<file path="src/rtl/usb_resp_pkg.sv">
package usb_resp_pkg;

  localparam logic [7:0] PID_DATA0 = 8'hC3;
  localparam logic [7:0] PID_DATA1 = 8'h4B;
  localparam logic [7:0] PID_SETUP = 8'h2D;
  localparam logic [7:0] PID_OUT   = 8'hE1;
  localparam logic [7:0] PID_IN    = 8'h69;
  localparam logic [7:0] TOK_NONE  = 8'h00;

  typedef enum logic [1:0] {
    RK_NONE = 2'd0,
    RK_ACK  = 2'd1,
    RK_NAK  = 2'd2,
    RK_DATA = 2'd3
  } reply_kind_e;

  function automatic logic pid_is_data(input logic [7:0] pid);
    return (pid == PID_DATA0) || (pid == PID_DATA1);
  endfunction

  function automatic logic pid_is_rx_token(input logic [7:0] pid);
    return (pid == PID_SETUP) || (pid == PID_OUT);
  endfunction

  function automatic logic pid_is_in(input logic [7:0] pid);
    return pid == PID_IN;
  endfunction

  // Only the seven address bits take part in the match.
  function automatic logic addr_hits(input logic [7:0] field, input logic [6:0] own);
    return field[6:0] == own;
  endfunction

endpackage

</file>
<file path="src/rtl/resp_classify.sv">
module resp_classify
  import usb_resp_pkg::*;
#(
  parameter int LEN_W   = 4,
  parameter int MIN_LEN = 3
) (
  input  logic [7:0]       pid,
  input  logic [7:0]       addr_field,
  input  logic [LEN_W-1:0] len,
  input  logic [6:0]       own_addr,
  output logic             cls_short,
  output logic             cls_data,
  output logic             cls_match,
  output logic             cls_in,
  output logic             cls_rxtok
);

  localparam logic [LEN_W-1:0] MinLenV = LEN_W'(MIN_LEN);

  always_comb begin
    cls_short = len < MinLenV;
    cls_data  = pid_is_data(pid);
    cls_match = addr_hits(addr_field, own_addr);
    cls_in    = pid_is_in(pid);
    cls_rxtok = pid_is_rx_token(pid);
  end

endmodule

</file>
<file path="src/rtl/resp_token_reg.sv">
module resp_token_reg
  import usb_resp_pkg::*;
(
  input  logic       clk,
  input  logic       rst_n,
  input  logic       tok_store,
  input  logic       tok_clear,
  input  logic [7:0] tok_pid,
  output logic [7:0] tok_q,
  output logic       tok_held
);

  always_ff @(posedge clk) begin
    if (!rst_n)         tok_q <= TOK_NONE;
    else if (tok_store) tok_q <= tok_pid;
    else if (tok_clear) tok_q <= TOK_NONE;
  end

  assign tok_held = tok_q != TOK_NONE;

endmodule

</file>
<file path="src/rtl/resp_buf_state.sv">
module resp_buf_state #(
  parameter int LEN_W = 4
) (
  input  logic             clk,
  input  logic             rst_n,
  input  logic             accept,
  input  logic [LEN_W-1:0] acc_len,
  input  logic [7:0]       acc_token,
  input  logic             release_rx,
  input  logic             load_tx,
  input  logic [LEN_W-1:0] load_len,
  input  logic             send_tx,
  output logic             rx_full_q,
  output logic [LEN_W-1:0] rx_len_q,
  output logic [7:0]       rx_token_q,
  output logic             rx_bank_q,
  output logic             tx_ready_q,
  output logic [LEN_W-1:0] tx_len_q
);

  always_ff @(posedge clk) begin
    if (!rst_n) begin
      rx_full_q  <= 1'b0;
      rx_len_q   <= '0;
      rx_token_q <= '0;
      rx_bank_q  <= 1'b0;
    end else if (accept) begin
      rx_full_q  <= 1'b1;
      rx_len_q   <= acc_len;
      rx_token_q <= acc_token;
      rx_bank_q  <= ~rx_bank_q;
    end else if (release_rx) begin
      rx_full_q  <= 1'b0;
    end
  end

  always_ff @(posedge clk) begin
    if (!rst_n) begin
      tx_ready_q <= 1'b0;
      tx_len_q   <= '0;
    end else if (load_tx) begin
      tx_ready_q <= 1'b1;
      tx_len_q   <= load_len;
    end else if (send_tx) begin
      tx_ready_q <= 1'b0;
    end
  end

endmodule

</file>
<file path="src/rtl/resp_addr_regs.sv">
module resp_addr_regs (
  input  logic       clk,
  input  logic       rst_n,
  input  logic       set_pend,
  input  logic [6:0] set_val,
  input  logic       commit,
  output logic [6:0] active_q
);

  logic [6:0] pend_q;

  always_ff @(posedge clk) begin
    if (!rst_n)        pend_q <= '0;
    else if (set_pend) pend_q <= set_val;
  end

  always_ff @(posedge clk) begin
    if (!rst_n)      active_q <= '0;
    else if (commit) active_q <= pend_q;
  end

endmodule

</file>
<file path="src/rtl/usb_txn_responder.sv">
module usb_txn_responder
  import usb_resp_pkg::*;
#(
  parameter int BUF_BYTES = 11,
  parameter int MIN_LEN   = 3,
  parameter int LEN_W     = $clog2(BUF_BYTES + 1)
) (
  input  logic             clk,
  input  logic             rst_n,
  input  logic             pkt_end,
  input  logic [7:0]       pkt_pid,
  input  logic [7:0]       pkt_addr,
  input  logic [LEN_W-1:0] pkt_len,
  input  logic             rx_release,
  input  logic             tx_load,
  input  logic [LEN_W-1:0] tx_load_len,
  input  logic             addr_set,
  input  logic [6:0]       addr_set_val,
  output logic             reply_valid,
  output logic [1:0]       reply_kind,
  output logic [LEN_W-1:0] reply_len,
  output logic             rx_full,
  output logic [LEN_W-1:0] rx_len,
  output logic [7:0]       rx_token,
  output logic             rx_bank,
  output logic             tx_ready,
  output logic [6:0]       dev_addr
);

  logic             cls_short, cls_data, cls_match, cls_in, cls_rxtok;
  logic [7:0]       tok_q;
  logic             tok_held;
  logic [LEN_W-1:0] tx_len_q;

  // Named decision events, one per outcome.
  logic ev_ack, ev_nak, ev_send, ev_store, ev_ignore;

  resp_classify #(.LEN_W(LEN_W), .MIN_LEN(MIN_LEN)) i_classify (
    .pid        (pkt_pid),
    .addr_field (pkt_addr),
    .len        (pkt_len),
    .own_addr   (dev_addr),
    .cls_short  (cls_short),
    .cls_data   (cls_data),
    .cls_match  (cls_match),
    .cls_in     (cls_in),
    .cls_rxtok  (cls_rxtok)
  );

  always_comb begin
    ev_ack    = 1'b0;
    ev_nak    = 1'b0;
    ev_send   = 1'b0;
    ev_store  = 1'b0;
    ev_ignore = 1'b0;
    if (pkt_end) begin
      if (cls_short) begin
        ev_ignore = 1'b1;
      end else if (cls_data) begin
        if (!tok_held)     ev_ignore = 1'b1;
        else if (rx_full)  ev_nak    = 1'b1;
        else               ev_ack    = 1'b1;
      end else if (!cls_match) begin
        ev_ignore = 1'b1;
      end else if (cls_in) begin
        if (!tx_ready || rx_full) ev_nak  = 1'b1;
        else                      ev_send = 1'b1;
      end else if (cls_rxtok) begin
        ev_store = 1'b1;
      end else begin
        ev_ignore = 1'b1;
      end
    end
  end

  resp_token_reg i_token (
    .clk       (clk),
    .rst_n     (rst_n),
    .tok_store (ev_store),
    .tok_clear (ev_ignore),
    .tok_pid   (pkt_pid),
    .tok_q     (tok_q),
    .tok_held  (tok_held)
  );

  resp_buf_state #(.LEN_W(LEN_W)) i_bufs (
    .clk        (clk),
    .rst_n      (rst_n),
    .accept     (ev_ack),
    .acc_len    (pkt_len),
    .acc_token  (tok_q),
    .release_rx (rx_release),
    .load_tx    (tx_load),
    .load_len   (tx_load_len),
    .send_tx    (ev_send),
    .rx_full_q  (rx_full),
    .rx_len_q   (rx_len),
    .rx_token_q (rx_token),
    .rx_bank_q  (rx_bank),
    .tx_ready_q (tx_ready),
    .tx_len_q   (tx_len_q)
  );

  resp_addr_regs i_addr (
    .clk      (clk),
    .rst_n    (rst_n),
    .set_pend (addr_set),
    .set_val  (addr_set_val),
    .commit   (ev_send),
    .active_q (dev_addr)
  );

  reply_kind_e kind_d;

  always_comb begin
    if (ev_send)     kind_d = RK_DATA;
    else if (ev_nak) kind_d = RK_NAK;
    else if (ev_ack) kind_d = RK_ACK;
    else             kind_d = RK_NONE;
  end

  always_ff @(posedge clk) begin
    if (!rst_n) begin
      reply_valid <= 1'b0;
      reply_kind  <= RK_NONE;
      reply_len   <= '0;
    end else begin
      reply_valid <= ev_ack | ev_nak | ev_send;
      reply_kind  <= kind_d;
      reply_len   <= ev_send ? tx_len_q : '0;
    end
  end

endmodule

</file>
<file path="config.mk">
export PLATFORM = sky130hd
export DESIGN_NAME = usb_txn_responder
export DESIGN_NICKNAME = d
export VERILOG_FILES = /design/src/rtl/usb_resp_pkg.sv /design/src/rtl/resp_classify.sv /design/src/rtl/resp_token_reg.sv /design/src/rtl/resp_buf_state.sv /design/src/rtl/resp_addr_regs.sv /design/src/rtl/usb_txn_responder.sv
export SDC_FILE = /design/constraint.sdc
export NUM_CORES = 1
export LEC_CHECK = 0
export BUFFER_PORTS_ARGS = -buffer_cell sky130_fd_sc_hd__buf_2
export CAP_MARGIN = 20
export CORE_MARGIN = 8
export CORE_UTILIZATION = 49
export DETAILED_ROUTE_END_ITERATION = 12
export PLACE_DENSITY = 0.77
export SYNTH_ARGS = -nofsm -noshare
export SYNTH_HDL_FRONTEND = slang
export SYNTH_SLANG_ARGS = --single-unit
</file>
<file path="constraint.sdc">
create_clock -name clk -period 3.05 [get_ports clk]
set_clock_uncertainty 0.2 [all_clocks]
set_input_delay 0.915 -clock clk [delete_from_list [all_inputs] [get_ports clk]]
set_output_delay 0.915 -clock clk [all_outputs]
set_load 0.01 [all_outputs]
</file>
==> flow_summary.ini <==
[placed_design]
port_buffers = 64
dp_hpwl_mm = 3.45
globalplace.congestion = 0.760
pre_cts_ws_ns = 0.276
dpl.cell_count = 312

[timing]
slew_violations = 0
timing.final.crit_share = 0.801
fin_setup_tns_ns = 0
setup_ws_ns = 0.606
setup_viol = 0
tightest_slew_ns = 0.650
rsz0062_at_grt = false
max_clock_freq_mhz = 409
hold_viol = 0
finalCriticalPeriod_ns = 2.44
max_slew_margin = 0.566

[clocking]
clk_latency_ns = 0.30
cts_root_buf = clkbuf_8
numClockSinks = 48
post_cts_resized = 0
postCtsHoldBufs = 0
h-tree-depth = 2
numCtsBuffers = 5
cts_setup_buffers = 0
cts_tree = yes
cts_buffer_depth = 2
cts.clk_slew.worst_paths_ns = 0.09

[floorplanning]
io_pins = 66
die_area_um2 = 6260
dieWidth_um = 79.1
dieHeight_um = 79.1
start_util = 0.499
fp-row-count = 23
core-area_um2 = 3910

[global_route]
grt_pass1_vias = 1718
grt_start_max_net_pins = 35
antenna_found_initial = 0
grt_pass1_wl_mm = 7.65
grt_use_total = 0.149
gr-total-overflow = 0

[power]
p_int_uw = 859
peakVddDrop_mv = 0.351
powerDensity_nw_per_um2 = 466
p_sw_uw = 256
comb_power_share = 0.074
p_total_mw = 1.11
p_leak_nw = 1.19
swShare = 0.230
pwr-share-clk = 0.352
power_frac_seq = 0.575

[critical_path]
crit_chain = buf_2, nand4bb_1, nor4_2, o2111ai_1, or2_2, o21ai_0
critPathLaunchType = input pin
cp_data_arrival_time_ns = 2.47
critPathKind = in -> reg
cp_slowest_stage_delay_ns = 0.42
cp_max_fo = 9
cp.required_ns = 3.07
cp-end-kind = flip-flop
cpMaxStageDelayCell = or2_2

[drt]
drc = 0
via_count = 1662
drtIter0Drc = 109
ant_nets = 0
viasPerCell = 5.19
wl_mm = 4.48
dr.pass1.iters = 4
wl_per_cell_um = 14.0

[logic_synthesis]
syn-num-nets = 245
synth_seq_cells = 48
synth_top_family_by_area = simple AND/OR/NAND/NOR gates
synth_edf_count = 0
ys_seq_area_frac = 0.492
synthFlopType = dfxtp_1
muxShareOfSynthArea = 0.118
synth_cells = 208
yosysMostFrequentCell = dfxtp_1
synth_warnings = 0
netlist_area_um2 = 1950
syn_area_per_cell_um2 = 9.38
synth_top_area_frac = 0.492
synth-adder-area-share = 0
yosys-top-cells-area = dfxtp_1, mux2i_1, nor2_1
synth_compound_gate_area_share = 0.0872
post-synth-top-area-cell = dfxtp_1
synth_cell_types = 35
synthXorXnorAreaFrac = 0.0404
synth_common_cells = dfxtp_1, nor2_1, mux2i_1
async_reset_ff_frac = 0
synthSimpleGateAreaFrac = 0.233

[cells_and_area]
num_antenna_cells = 0
fin_cells = 320
drive_gt1_frac = 0.300
layout.nets = 306
fillers = 358
area_growth_syn_to_layout_pct = 22.4

[worst_hold_path]
hp-class = reg -> reg

[job]
drv_cap = 0

[run_status]
status = finished clean
## cell usage in the layout, fill, tap and decap left out, types with 2 or more instances in the layout
master	instances
dfxtp_1	48
mux2i_1	23
buf_2	64
xor2_1	8
nor2_1	30
nor4_1	5
nand2b_1	5
nand3_1	16
a21oi_1	13
clkbuf_8	6
or2_1	2
o21ai_0	11
nand2_1	9
and3_1	5
o21ai_1	3
## layout make-up
class / count / area, µm² / area share
Inverter: 2 / 7.51 / 0.00314
Tap cell: 50 / 62.6 / 0.0262
Clock buffer: 6 / 82.6 / 0.0346
Timing Repair Buffer: 65 / 328 / 0.137
Sequential cell: 48 / 961 / 0.402
Multi-Input combinational cell: 147 / 935 / 0.391
Clock inverter: 2 / 13.8 / 0.00576
## stage by stage
stage,hold slack (ns),utilization,instance area (µm²)
detailed placement,0.258,0.586,2290
finish,0.269,0.611,2390
CTS,0.271,0.611,2390
floorplan,0.234,-,1950
global route,0.286,0.611,2390
global placement,0.245,0.586,2290
## flip-flops by register name, summed over array words and instances, names as in the netlist
signal,cells
i_bufs.rx_token_q,8
i_bufs.tx_ready_q,1
reply_len,4
reply_valid,1
i_token.tok_q,8
i_bufs.rx_len_q,4
i_bufs.tx_len_q,4
i_addr.pend_q,7
i_bufs.rx_full_q,1
reply_kind,2
i_addr.active_q,7
i_bufs.rx_bank_q,1
## power by group through the flow
stage          Sequential, mW  Combinational (mW)  Clock, mW
2_1_floorplan           0.654              0.0481          0
3_3_place_gp            0.655              0.0813          0
3_5_place_dp            0.655              0.0823          0
4_1_cts                 0.641              0.0826      0.402
5_1_grt                 0.643              0.0913      0.431
6_report                0.641              0.0819      0.392
## cell families after synthesis
logic type / count (synthesis)
compound gates: 31
mux: 23
xor+xnor: 9
buf+inv: 13
flops: 48
simple gates: 84
## per-layer routing
metal / routed length [µm] / GRT usage
met1: 1930 / 0.163
met2: 2310 / 0.270
met3: 192 / 0.0429
met4: 44 / 0.0481
met5: 0 / 0
## worst paths after layout
kind                                    from                             to  slack, ns  cells past startpoint
max                               pkt_pid[4]  i_token.tok_q[5]$_SDFFE_PN0P_       0.61                      6
min            i_token.tok_q[4]$_SDFFE_PN0P_  i_token.tok_q[4]$_SDFFE_PN0P_       0.27                      2
max reg2reg  i_addr.active_q[2]$_SDFFE_PN0P_  i_token.tok_q[5]$_SDFFE_PN0P_       0.97                      5
min reg2reg    i_token.tok_q[4]$_SDFFE_PN0P_  i_token.tok_q[4]$_SDFFE_PN0P_       0.27                      2
## worst max-delay path: cells and delay by family
| kind | cells | cell delay (ns) |
|---|---|---|
| AO/OA/AOI/OAI | 2 | 0.46 |
| buffers and inverters | 1 | 0.10 |
| AND/OR/NAND/NOR | 3 | 0.99 |
Power figures use the tool's default switching activity.
